## src/rtl/regload_pkg.sv

```systemverilog
`timescale 1ns/1ps
package regload_pkg;
  localparam int VAL_W   = 24;
  localparam int IDX_W   = 8;
  localparam int WORD_W  = IDX_W + VAL_W;
  localparam int NSLOT   = 8;
  localparam int SLOT_W  = $clog2(NSLOT);
  localparam int NFILT   = 4;

  localparam logic [IDX_W-1:0] IDX_SRC_ORG    = 8'h49;
  localparam logic [IDX_W-1:0] IDX_SRC_DIM    = 8'h4A;
  localparam logic [IDX_W-1:0] IDX_DST_ADDR   = 8'h4B;
  localparam logic [IDX_W-1:0] IDX_DST_STRIDE = 8'h4D;
  localparam logic [IDX_W-1:0] IDX_COPY_CTL   = 8'h52;

  // copy control value layout: start nibble and clear flag
  localparam int START_LSB = 12;
  localparam int START_W   = 4;
  localparam int CLEAR_BIT = 10;

  // storage slot of the stride register
  localparam int STRIDE_SLOT = 7;

  typedef struct packed {
    logic              hit;
    logic [SLOT_W-1:0] slot;
  } slot_t;

  function automatic slot_t slot_of(input logic [IDX_W-1:0] idx);
    slot_t s;
    s.hit  = 1'b1;
    s.slot = '0;
    case (idx)
      8'h01:          s.slot = 3'd0;
      8'h02:          s.slot = 3'd1;
      8'h03:          s.slot = 3'd2;
      8'h04:          s.slot = 3'd3;
      IDX_SRC_ORG:    s.slot = 3'd4;
      IDX_SRC_DIM:    s.slot = 3'd5;
      IDX_DST_ADDR:   s.slot = 3'd6;
      IDX_DST_STRIDE: s.slot = 3'(STRIDE_SLOT);
      default:        s.hit  = 1'b0;
    endcase
    return s;
  endfunction
endpackage

```

## src/rtl/regload_assembler.sv

```systemverilog
`timescale 1ns/1ps
module regload_assembler
  import regload_pkg::*;
#(
  parameter int               ERR_W  = 8,
  parameter logic [IDX_W-1:0] OPCODE = 8'h61
) (
  input  logic              clk,
  input  logic              rst,
  input  logic              accept,
  input  logic [7:0]        in_data,
  output logic              word_valid,
  output logic [WORD_W-1:0] word,
  output logic [ERR_W-1:0]  err_count
);
  localparam int NBYTES = WORD_W / 8;
  localparam int CNT_W  = $clog2(NBYTES);
  localparam logic [CNT_W-1:0] LAST = CNT_W'(NBYTES - 1);

  logic              in_load;
  logic [CNT_W-1:0]  cnt;
  logic [WORD_W-9:0] shreg;

  assign word_valid = accept && in_load && (cnt == LAST);
  assign word       = {shreg, in_data};

  always_ff @(posedge clk) begin
    if (rst) begin
      in_load   <= 1'b0;
      cnt       <= '0;
      shreg     <= '0;
      err_count <= '0;
    end else if (accept) begin
      if (!in_load) begin
        if (in_data == OPCODE) begin
          in_load <= 1'b1;
          cnt     <= '0;
        end else if (err_count != '1) begin
          err_count <= err_count + 1'b1;
        end
      end else begin
        shreg <= {shreg[WORD_W-17:0], in_data};
        cnt   <= cnt + 1'b1;
        if (cnt == LAST) in_load <= 1'b0;
      end
    end
  end
endmodule

```

## src/rtl/regload_bank.sv

```systemverilog
`timescale 1ns/1ps
module regload_bank
  import regload_pkg::*;
#(
  parameter logic [VAL_W-1:0] FILTER_INIT = 24'h666666,
  parameter int               STRIDE_W    = 10
) (
  input  logic             clk,
  input  logic             rst,
  input  logic             we,
  input  logic [IDX_W-1:0] widx,
  input  logic [VAL_W-1:0] wdata,
  input  logic [IDX_W-1:0] rd_index,
  output logic [VAL_W-1:0] rd_data
);
  localparam logic [VAL_W-1:0] STRIDE_MASK =
    {{(VAL_W-STRIDE_W){1'b0}}, {STRIDE_W{1'b1}}};

  logic [VAL_W-1:0] init_val [NSLOT];
  logic [VAL_W-1:0] keep_mask [NSLOT];

  for (genvar g = 0; g < NSLOT; g++) begin : g_slot_const
    assign init_val[g]  = (g < NFILT) ? FILTER_INIT : '0;
    assign keep_mask[g] = (g == STRIDE_SLOT) ? STRIDE_MASK : '1;
  end

  logic [VAL_W-1:0] regs [NSLOT];
  slot_t wmap, rmap;

  always_comb begin
    wmap = slot_of(widx);
    rmap = slot_of(rd_index);
  end

  always_ff @(posedge clk) begin
    for (int i = 0; i < NSLOT; i++) begin
      if (rst)
        regs[i] <= init_val[i];
      else if (we && wmap.hit && wmap.slot == SLOT_W'(i))
        regs[i] <= wdata & keep_mask[i];
    end
  end

  always_ff @(posedge clk) begin
    if (rst)           rd_data <= '0;
    else if (rmap.hit) rd_data <= regs[rmap.slot];
    else               rd_data <= '0;
  end
endmodule

```

## src/rtl/regload_copyctl.sv

```systemverilog
`timescale 1ns/1ps
module regload_copyctl
  import regload_pkg::*;
(
  input  logic               clk,
  input  logic               rst,
  input  logic               word_valid,
  input  logic [IDX_W-1:0]   widx,
  input  logic [START_W-1:0] start_field,
  input  logic               clear_flag,
  output logic               copy_start,
  output logic               copy_clear
);
  logic fire;
  assign fire = word_valid && (widx == IDX_COPY_CTL) && (&start_field);

  always_ff @(posedge clk) begin
    if (rst) begin
      copy_start <= 1'b0;
      copy_clear <= 1'b0;
    end else begin
      copy_start <= fire;
      copy_clear <= fire && clear_flag;
    end
  end
endmodule

```

## src/rtl/regload_decoder.sv

```systemverilog
`timescale 1ns/1ps
module regload_decoder
  import regload_pkg::*;
#(
  parameter int               ERR_W       = 8,
  parameter logic [IDX_W-1:0] OPCODE      = 8'h61,
  parameter logic [VAL_W-1:0] FILTER_INIT = 24'h666666,
  parameter int               STRIDE_W    = 10
) (
  input  logic             clk,
  input  logic             rst,
  input  logic             in_valid,
  input  logic [7:0]       in_data,
  output logic             in_ready,
  input  logic             engine_busy,
  output logic             copy_start,
  output logic             copy_clear,
  output logic [ERR_W-1:0] err_count,
  input  logic [IDX_W-1:0] rd_index,
  output logic [VAL_W-1:0] rd_data
);
  logic              accept;
  logic              word_valid;
  logic [WORD_W-1:0] word;

  assign in_ready = !engine_busy && !copy_start;
  assign accept   = in_valid && in_ready;

  regload_assembler #(.ERR_W(ERR_W), .OPCODE(OPCODE)) u_asm (
    .clk(clk), .rst(rst), .accept(accept), .in_data(in_data),
    .word_valid(word_valid), .word(word), .err_count(err_count)
  );

  regload_bank #(.FILTER_INIT(FILTER_INIT), .STRIDE_W(STRIDE_W)) u_bank (
    .clk(clk), .rst(rst), .we(word_valid),
    .widx(word[WORD_W-1:VAL_W]), .wdata(word[VAL_W-1:0]),
    .rd_index(rd_index), .rd_data(rd_data)
  );

  regload_copyctl u_ctl (
    .clk(clk), .rst(rst), .word_valid(word_valid),
    .widx(word[WORD_W-1:VAL_W]),
    .start_field(word[START_LSB+START_W-1:START_LSB]),
    .clear_flag(word[CLEAR_BIT]),
    .copy_start(copy_start), .copy_clear(copy_clear)
  );
endmodule

```

## config.mk

```make
export PLATFORM = sky130hd
export DESIGN_NAME = regload_decoder
export DESIGN_NICKNAME = d
export VERILOG_FILES = /design/src/rtl/regload_pkg.sv /design/src/rtl/regload_assembler.sv /design/src/rtl/regload_bank.sv /design/src/rtl/regload_copyctl.sv /design/src/rtl/regload_decoder.sv
export SDC_FILE = /design/constraint.sdc
export NUM_CORES = 1
export LEC_CHECK = 0
export BUFFER_PORTS_ARGS = -buffer_cell sky130_fd_sc_hd__buf_4
export CORE_MARGIN = 2
export CORE_UTILIZATION = 54
export CTS_CLUSTER_SIZE = 20
export DETAILED_ROUTE_END_ITERATION = 10
export GPL_TIMING_DRIVEN = 1
export PLACE_DENSITY = 0.71
export SYNTH_ARGS = -nofsm -noshare
export SYNTH_HDL_FRONTEND = slang
export SYNTH_SLANG_ARGS = --single-unit
```

## constraint.sdc

```tcl
create_clock -name clk -period 5.5 [get_ports clk]
set_input_delay 1.65 -clock clk [delete_from_list [all_inputs] [get_ports clk]]
set_output_delay 1.65 -clock clk [all_outputs]
set_load 0.02 [all_outputs]
```

==> impl_metrics.json, run 1 <==
{
  "leakage_nw": 4.380,
  "cts_resized": 0,
  "synthFlopType": "edfxtp_1",
  "critical_path_peak_fanout": 48,
  "status": "completed",
  "end_kind": "flop",
  "cp.required_ns": 5.92,
  "synthSimpleGateAreaFrac": 0.2177,
  "fin_crit_ns": 3.806,
  "start_kind": "primary input",
  "met2_length_um": 14380,
  "place_worst_setup_slack_ns": 1.269,
  "synthAdderAreaFrac": 0.002195,
  "cpMaxStageDelayCell": "nor3_2",
  "clock_latency_ns": 0.52,
  "grt_usage": 0.2790,
  "synth_top_cell_by_area": "edfxtp_1",
  "postLayoutCoreUtil": 0.6147,
  "synth_top_family_by_area": "simple AND/OR/NAND/NOR gates",
  "rows": 53,
  "setup_slack_ns": 1.694,
  "pwr-share-clk": 0.429,
  "top_layer": "met4",
  "wl_met1_um": 13010,
  "grt_pass1_wl_um": 46730,
  "nNetsFinal": 1051,
  "max_freq_ghz": 0.2627,
  "dp_hpwl_um": 18760,
  "critPathLaunch": "rd_index[1]",
  "drt_iter0_markers": 942,
  "maxCapViolations": 0,
  "drt-wirelength-per-cell_um": 23.20,
  "power_density_nw_per_um2": 306.2,
  "power.internal_mw": 3.074,
  "fin_setup_tns_ns": 0,
  "syn2layout_area_growth_pct": 12.62,
  "switching_share": 0.2181,
  "synthTopCellsByArea": "edfxtp_1 (47%), dfxtp_1 (11%), and2_1 (7.3%)",
  "synth_nets": 1025,
  "yosysMostFrequentCell": "edfxtp_1",
  "setup_viol": 0,
  "ys_warn_count": 0,
  "synthArstFlopShare": 0,
  "cp_cell_sequence": "buf_4 > nor2b_1 > nand2_1 > nor3_2 > a221oi_1 > a221oi_2",
  "cp_num_buf_inv": 1,
  "crit_arrival_ns": 4.23,
  "grt_overflow_total": 0,
  "drc": 0,
  "post-cts-setup-buffer-count": 0,
  "finalPower_mw": 3.931,
  "syn_inst": 1003,
  "r2r_start": "u_ctl.copy_start$_SDFF_PP0_",
  "pwr-share-seq": 0.517,
  "ff2ff_path_depth": 7,
  "ctsRootBufferMaster": "clkbuf_16",
  "r2r-end": "u_bank.regs[0][9]$_SDFFCE_PN1P_",
  "p_sw_mw": 0.8574,
  "clk_pin_slew_ns": 0.06,
  "cts_tree": "built",
  "antenna_left": 0,
  "whs_ns": 0.4655,
  "start_util": 0.5459,
  "dr.pass1.iters": 5,
  "clk_path_buf_depth": 3,
  "drt_wl_total_um": 30670,
  "slew_headroom": 0.3344,
  "synth_area_per_cell_sq_um": 11.37,
  "synth_cell_types": 70,
  "synth-compound-area-share": 0.1486,
  "pin_count": 55,
  "timing.final.crit_share": 0.6920,
  "routed-via-count": 8286,
  "cts_hold_buf": 0,
  "tightest_slew_ns": 0.9985,
  "antenna_found_initial": 0,
  "hold_violations": 0,
  "die_h_um": 149.3,
  "p_comb_frac": 0.054,
  "grt_pass1_vias": 7946,
  "dieArea_sq_um": 22290,
  "cp_slowest_stage_delay_ns": 0.77,
  "finalMaxSlewViolations": 0,
  "crit_path_end": "u_bank.rd_data[0]$_SDFF_PP0_",
  "synth_common_cells": "edfxtp_1 (178), and2_1 (133), nand2_1 (102), dfxtp_1 (61), a21oi_1 (56)",
  "viasPerCell": 6.268,
  "htree_levels": 1,
  "drive_gt1_frac": 0.1652,
  "synthesis.area_sq_um": 11400,
  "path_depth": 6,
  "grt_max_degree": 49,
  "rsz0062_at_grt": "no",
  "skew_ns": 0.006542,
  "port_buffers": 54,
  "route.met3.wl_um": 2721,
  "ys_ff_latch": 239,
  "ys_seq_area_frac": 0.5759,
  "antennaDiodeCount": 0,
  "crit_type": "primary input to flop",
  "crit_family": "simple AND/OR/NAND/NOR gates",
  "synthMuxAreaShare": 0.009766,
  "synth_xor_area_frac": 0.008340,
  "synth_edf_count": 178,
  "synth_top_area_share": 0.4688,
  "worst_hold_path_type": "flop to flop",
  "gp_congestion": 0.8314,
  "numCtsBuffers": 25,
  "ir_worst_vdd_mv": 0.2068,
  "core-area_sq_um": 20890,
  "die_width_um": 149.3,
  "rrSetupSlack_ns": 2.83,
  "clock-sinks": 239
}
## worst min-delay path by stage
stage	to	slack, ns	startpoint	cells past startpoint
6_report	u_asm.shreg[23]$_SDFFE_PP0P_	0.47	u_asm.shreg[23]$_SDFFE_PP0P_	2
3_3_place_gp	u_asm.shreg[23]$_SDFFE_PP0P_	0.45	u_asm.shreg[23]$_SDFFE_PP0P_	2
5_1_grt	u_asm.shreg[21]$_SDFFE_PP0P_	0.50	u_asm.shreg[21]$_SDFFE_PP0P_	2
4_1_cts	u_asm.shreg[23]$_SDFFE_PP0P_	0.46	u_asm.shreg[23]$_SDFFE_PP0P_	2
3_5_place_dp	u_asm.shreg[23]$_SDFFE_PP0P_	0.45	u_asm.shreg[23]$_SDFFE_PP0P_	2
2_1_floorplan	u_asm.shreg[23]$_SDFFE_PP0P_	0.44	u_asm.shreg[23]$_SDFFE_PP0P_	2
## through the flow
stage               std cells  instance area [sq um]
CTS                      1322                  12840
finish                   1322                  12840
global route             1322                  12840
floorplan                1003                  11400
detailed placement       1277                  12020
global placement         1277                  12020
## sequential cells by signal (all words and copies together) (netlist names)
name              flops
u_ctl.copy_start      1
u_bank.regs         178
u_asm.shreg          24
u_bank.rd_data       24
u_asm.cnt             2
u_asm.err_count       8
u_asm.in_load         1
u_ctl.copy_clear      1
## cell type report
cell class	instances	area [sq um]
Fill cell	1689	8048
Sequential cell	239	6566
Multi-Input combinational cell	667	4436
Clock buffer	35	724.4
Timing Repair Buffer	80	613.1
Tap cell	275	344.1
Clock inverter	10	97.59
Inverter	16	60.06
## cell usage in the layout, fill, tap and decap left out, types with 12 or more instances in the layout
cell type  Yosys  routed
nor4_1        14      14
and3_1        20      20
a21oi_1       56      56
nand2_1      102     102
a22oi_1       14      14
nand3_1       26      26
nor3_1        17      16
and2_1       133     133
o21ai_1       13      13
nor2_1        26      26
a221oi_2      30      30
buf_4          5      79
or3_1         50      50
dfxtp_1       61      61
a31oi_1       15      14
inv_1         16      16
nor3b_1       12      12
o21ai_0       17      17
a221oi_1      27      27
clkbuf_16      0      26
edfxtp_1     178     178
## routing by layer
metal  vias up  global-route usage
met5         -                   0
met4         0             0.07476
met3        51             0.03700
met2       403              0.4417
met1      4037              0.4079
li1       3795                   -
## power groups by stage
stage                     clock network, mW  logic (mW)  registers, mW
after global placement                    0       0.206           2.07
after floorplan                           0       0.131           2.06
after detailed placement                  0       0.209           2.07
after global routing                   1.78       0.227           2.04
after CTS                              1.70       0.210           2.03
final                                  1.69       0.211           2.03
## cell families after synthesis
logic type / Yosys count
simple gates: 434
flops: 239
compound gates: 210
buf+inv: 97
mux: 11
xor+xnor: 10
fa+ha+maj: 2
## worst min-delay path, stage by stage (launching register included)
cell     delay, ns
dfxtp_1       0.31
nand2_1       0.05
a21oi_1       0.05
Power figures use the tool's default switching activity.
==> run 2: changes to the inputs <==
--- a/config.mk
+++ b/config.mk
@@ -5,13 +5,14 @@
 export SDC_FILE = /design/constraint.sdc
 export NUM_CORES = 1
 export LEC_CHECK = 0
+export ABC_AREA = 1
 export BUFFER_PORTS_ARGS = -buffer_cell sky130_fd_sc_hd__buf_4
 export CORE_MARGIN = 2
 export CORE_UTILIZATION = 54
 export CTS_CLUSTER_SIZE = 20
 export DETAILED_ROUTE_END_ITERATION = 10
 export GPL_TIMING_DRIVEN = 1
-export PLACE_DENSITY = 0.71
+export PLACE_DENSITY = 0.73
 export SYNTH_ARGS = -nofsm -noshare
 export SYNTH_HDL_FRONTEND = slang
 export SYNTH_SLANG_ARGS = --single-unit
==> constraint.sdc (replaced) <==
create_clock -name clk -period 3.5 [get_ports clk]
set_input_delay 1.05 -clock clk [delete_from_list [all_inputs] [get_ports clk]]
set_output_delay 1.05 -clock clk [all_outputs]
set_load 0.02 [all_outputs]
==> impl_metrics.json, run 2 <==
{
  "antennaDiodeCount": 0,
  "maxCapViolations": 0,
  "skew_ns": 0.01886,
  "largest_register": "u_bank.regs",
  "clock-sinks": 239,
  "syn2layout_area_growth_pct": 12.57,
  "ys_ff_latch": 239,
  "ys_warn_count": 0,
  "setup_viol": 0,
  "dieArea_sq_um": 21770,
  "cts_resized": 0,
  "cts_tree": "built",
  "synthFlopType": "edfxtp_1",
  "finish.instance_area_sq_um": 12530,
  "largest_register_ffs": 178,
  "cts_hold_buf": 0,
  "power_density_nw_per_um2": 472.1,
  "start_util": 0.5500,
  "fin_setup_tns_ns": 0,
  "yosysMostFrequentCell": "nor2_1",
  "core-area_sq_um": 20230,
  "status": "completed",
  "start_kind": "primary input",
  "die_h_um": 147.6,
  "clock_latency_ns": 0.52,
  "synthTopCellsByArea": "edfxtp_1 (48%), dfxtp_1 (11%), nor2_1 (7.9%)",
  "hold_violations": 0,
  "max_freq_ghz": 0.4067,
  "synth_nets": 1279,
  "clk_path_buf_depth": 3,
  "nNetsFinal": 1321,
  "antenna_left": 0,
  "die_width_um": 147.6,
  "ctsRootBufferMaster": "clkbuf_16",
  "pin_count": 55,
  "routed-via-count": 8452,
  "place_area_sq_um": 11740,
  "gp_congestion": 0.8328,
  "drt_iter0_markers": 885,
  "layout_commonest_cell": "nor2_1",
  "dp_hpwl_um": 16050,
  "port_buffers": 54,
  "fin_crit_ns": 2.459,
  "crit_type": "primary input to primary output",
  "synth_edf_count": 178,
  "layout_common_cells": "nor2_1 (234), nand2_1 (212), edfxtp_1 (178), inv_1 (173), nand3_1 (173)",
  "grt_overflow_total": 0,
  "crit_family": "buffers and inverters",
  "postLayoutCoreUtil": 0.6192,
  "tightest_slew_ns": 0.7212,
  "synth_area_per_cell_sq_um": 8.854,
  "viasPerCell": 5.326,
  "cp_cell_sequence": "buf_4 > nor2_1 > buf_4",
  "regArea_sq_um": 6566,
  "numCtsBuffers": 25,
  "drc": 0,
  "grt_usage": 0.2441,
  "rows": 52,
  "htree_levels": 1,
  "cp.required_ns": 2.45,
  "drt-wirelength-per-cell_um": 16.65,
  "cp_slowest_stage_delay_ns": 0.14,
  "grt_max_degree": 80,
  "drt_wl_total_um": 26430,
  "leakage_nw": 5.182,
  "cp_num_buf_inv": 2,
  "synth_top_area_share": 0.4803,
  "dp.cells": 1542,
  "synthArstFlopShare": 0,
  "slew_headroom": 0.5185,
  "worst_hold_path_type": "flop to flop",
  "grt_pass1_vias": 8022,
  "critical_path_peak_fanout": 2,
  "finalMaxSlewViolations": 0,
  "multi_input_area_sq_um": 3485,
  "end_kind": "primary output",
  "dr.pass1.iters": 5,
  "ir_worst_vdd_mv": 0.3726,
  "crit_arrival_ns": 1.41,
  "cpMaxStageDelayCell": "buf_4",
  "post-cts-setup-buffer-count": 0,
  "crit_top_cell": "buf_4",
  "ys_seq_area_frac": 0.5900,
  "drive_gt1_frac": 0.1215,
  "syn_inst": 1257,
  "synth_cell_types": 33,
  "timing.final.crit_share": 0.7025,
  "antenna_found_initial": 0,
  "n_fill_cell": 1709,
  "synth_top_cell_by_area": "edfxtp_1",
  "instances_no_fill": 1587,
  "clk_pin_slew_ns": 0.05,
  "synthesis.area_sq_um": 11130,
  "grt_pass1_wl_um": 41790,
  "synth_common_cells": "nor2_1 (234), nand2_1 (212), edfxtp_1 (178), inv_1 (173), nand3_1 (173)",
  "reg_top3": "u_bank.regs: 178 flops, u_asm.shreg: 24 flops, u_bank.rd_data: 24 flops",
  "rsz0062_at_grt": "no"
}
==> run 2: path summary, 6_finish.rpt <==
check / start / endpoint / slack, ns / depth (start not counted)
setup / recovery: engine_busy / in_ready / 1.04 / 3
hold / removal: u_asm.cnt[1]$_SDFFE_PP0P_ / u_asm.cnt[1]$_SDFFE_PP0P_ / 0.47 / 2
setup reg to reg: u_asm.shreg[19]$_SDFFE_PP0P_ / u_bank.regs[0][20]$_SDFFCE_PN0P_ / 1.31 / 10
hold reg to reg: u_asm.cnt[1]$_SDFFE_PP0P_ / u_asm.cnt[1]$_SDFFE_PP0P_ / 0.47 / 2
==> run 2: layout make-up <==
type                    instances  area share
clock buffers                  38     0.05623
repair buffers                 79     0.05133
clock inverters                 7    0.006591
inverters                     189     0.05663
flip-flops and latches        239      0.5241
multi-input cells             765      0.2781
well taps                     270     0.02696
==> run 2: worst reg2reg max path, cell delays in order, from the launching register on <==
cell and delay, ns:
dfxtp_1 0.37, inv_1 0.09, nand2_1 0.07, inv_1 0.07
nand2_1 0.07, nand2_1 0.06, nand2_1 0.20, nand3_1 0.26
nor2_4 0.40, nand2_2 0.28, nor2_1 0.17
==> run 2: metal layers <==
metal	GRT usage	wire, um
met1	0.3384	11010
met2	0.3977	12520
met3	0.03241	2106
met4	0.08798	788
met5	0	0
==> run 2: stage by stage <==
step                total power [mW]  setup WS, ns  hold slack, ns
finish                         5.914         1.041          0.4707
global route                   6.076        0.9716          0.5129
CTS                            5.940         1.038          0.4715
detailed placement             3.406        0.5866          0.4621
global placement               3.399        0.6319          0.4547
floorplan                      3.305       -0.4393          0.4436
==> run 2: cells by family after synthesis <==
family	share of synthesized area
compound gates	0.04047
xor+xnor	0.001574
fa+ha+maj	0.002248
buf+inv	0.09871
flops	0.5900
simple gates	0.2670
==> run 2: where the power goes <==
group          switching (mW)  internal (mW)
Clock                    1.04           1.53
Combinational           0.172         0.0700
Sequential             0.0174           3.09
Total                    1.23           4.68
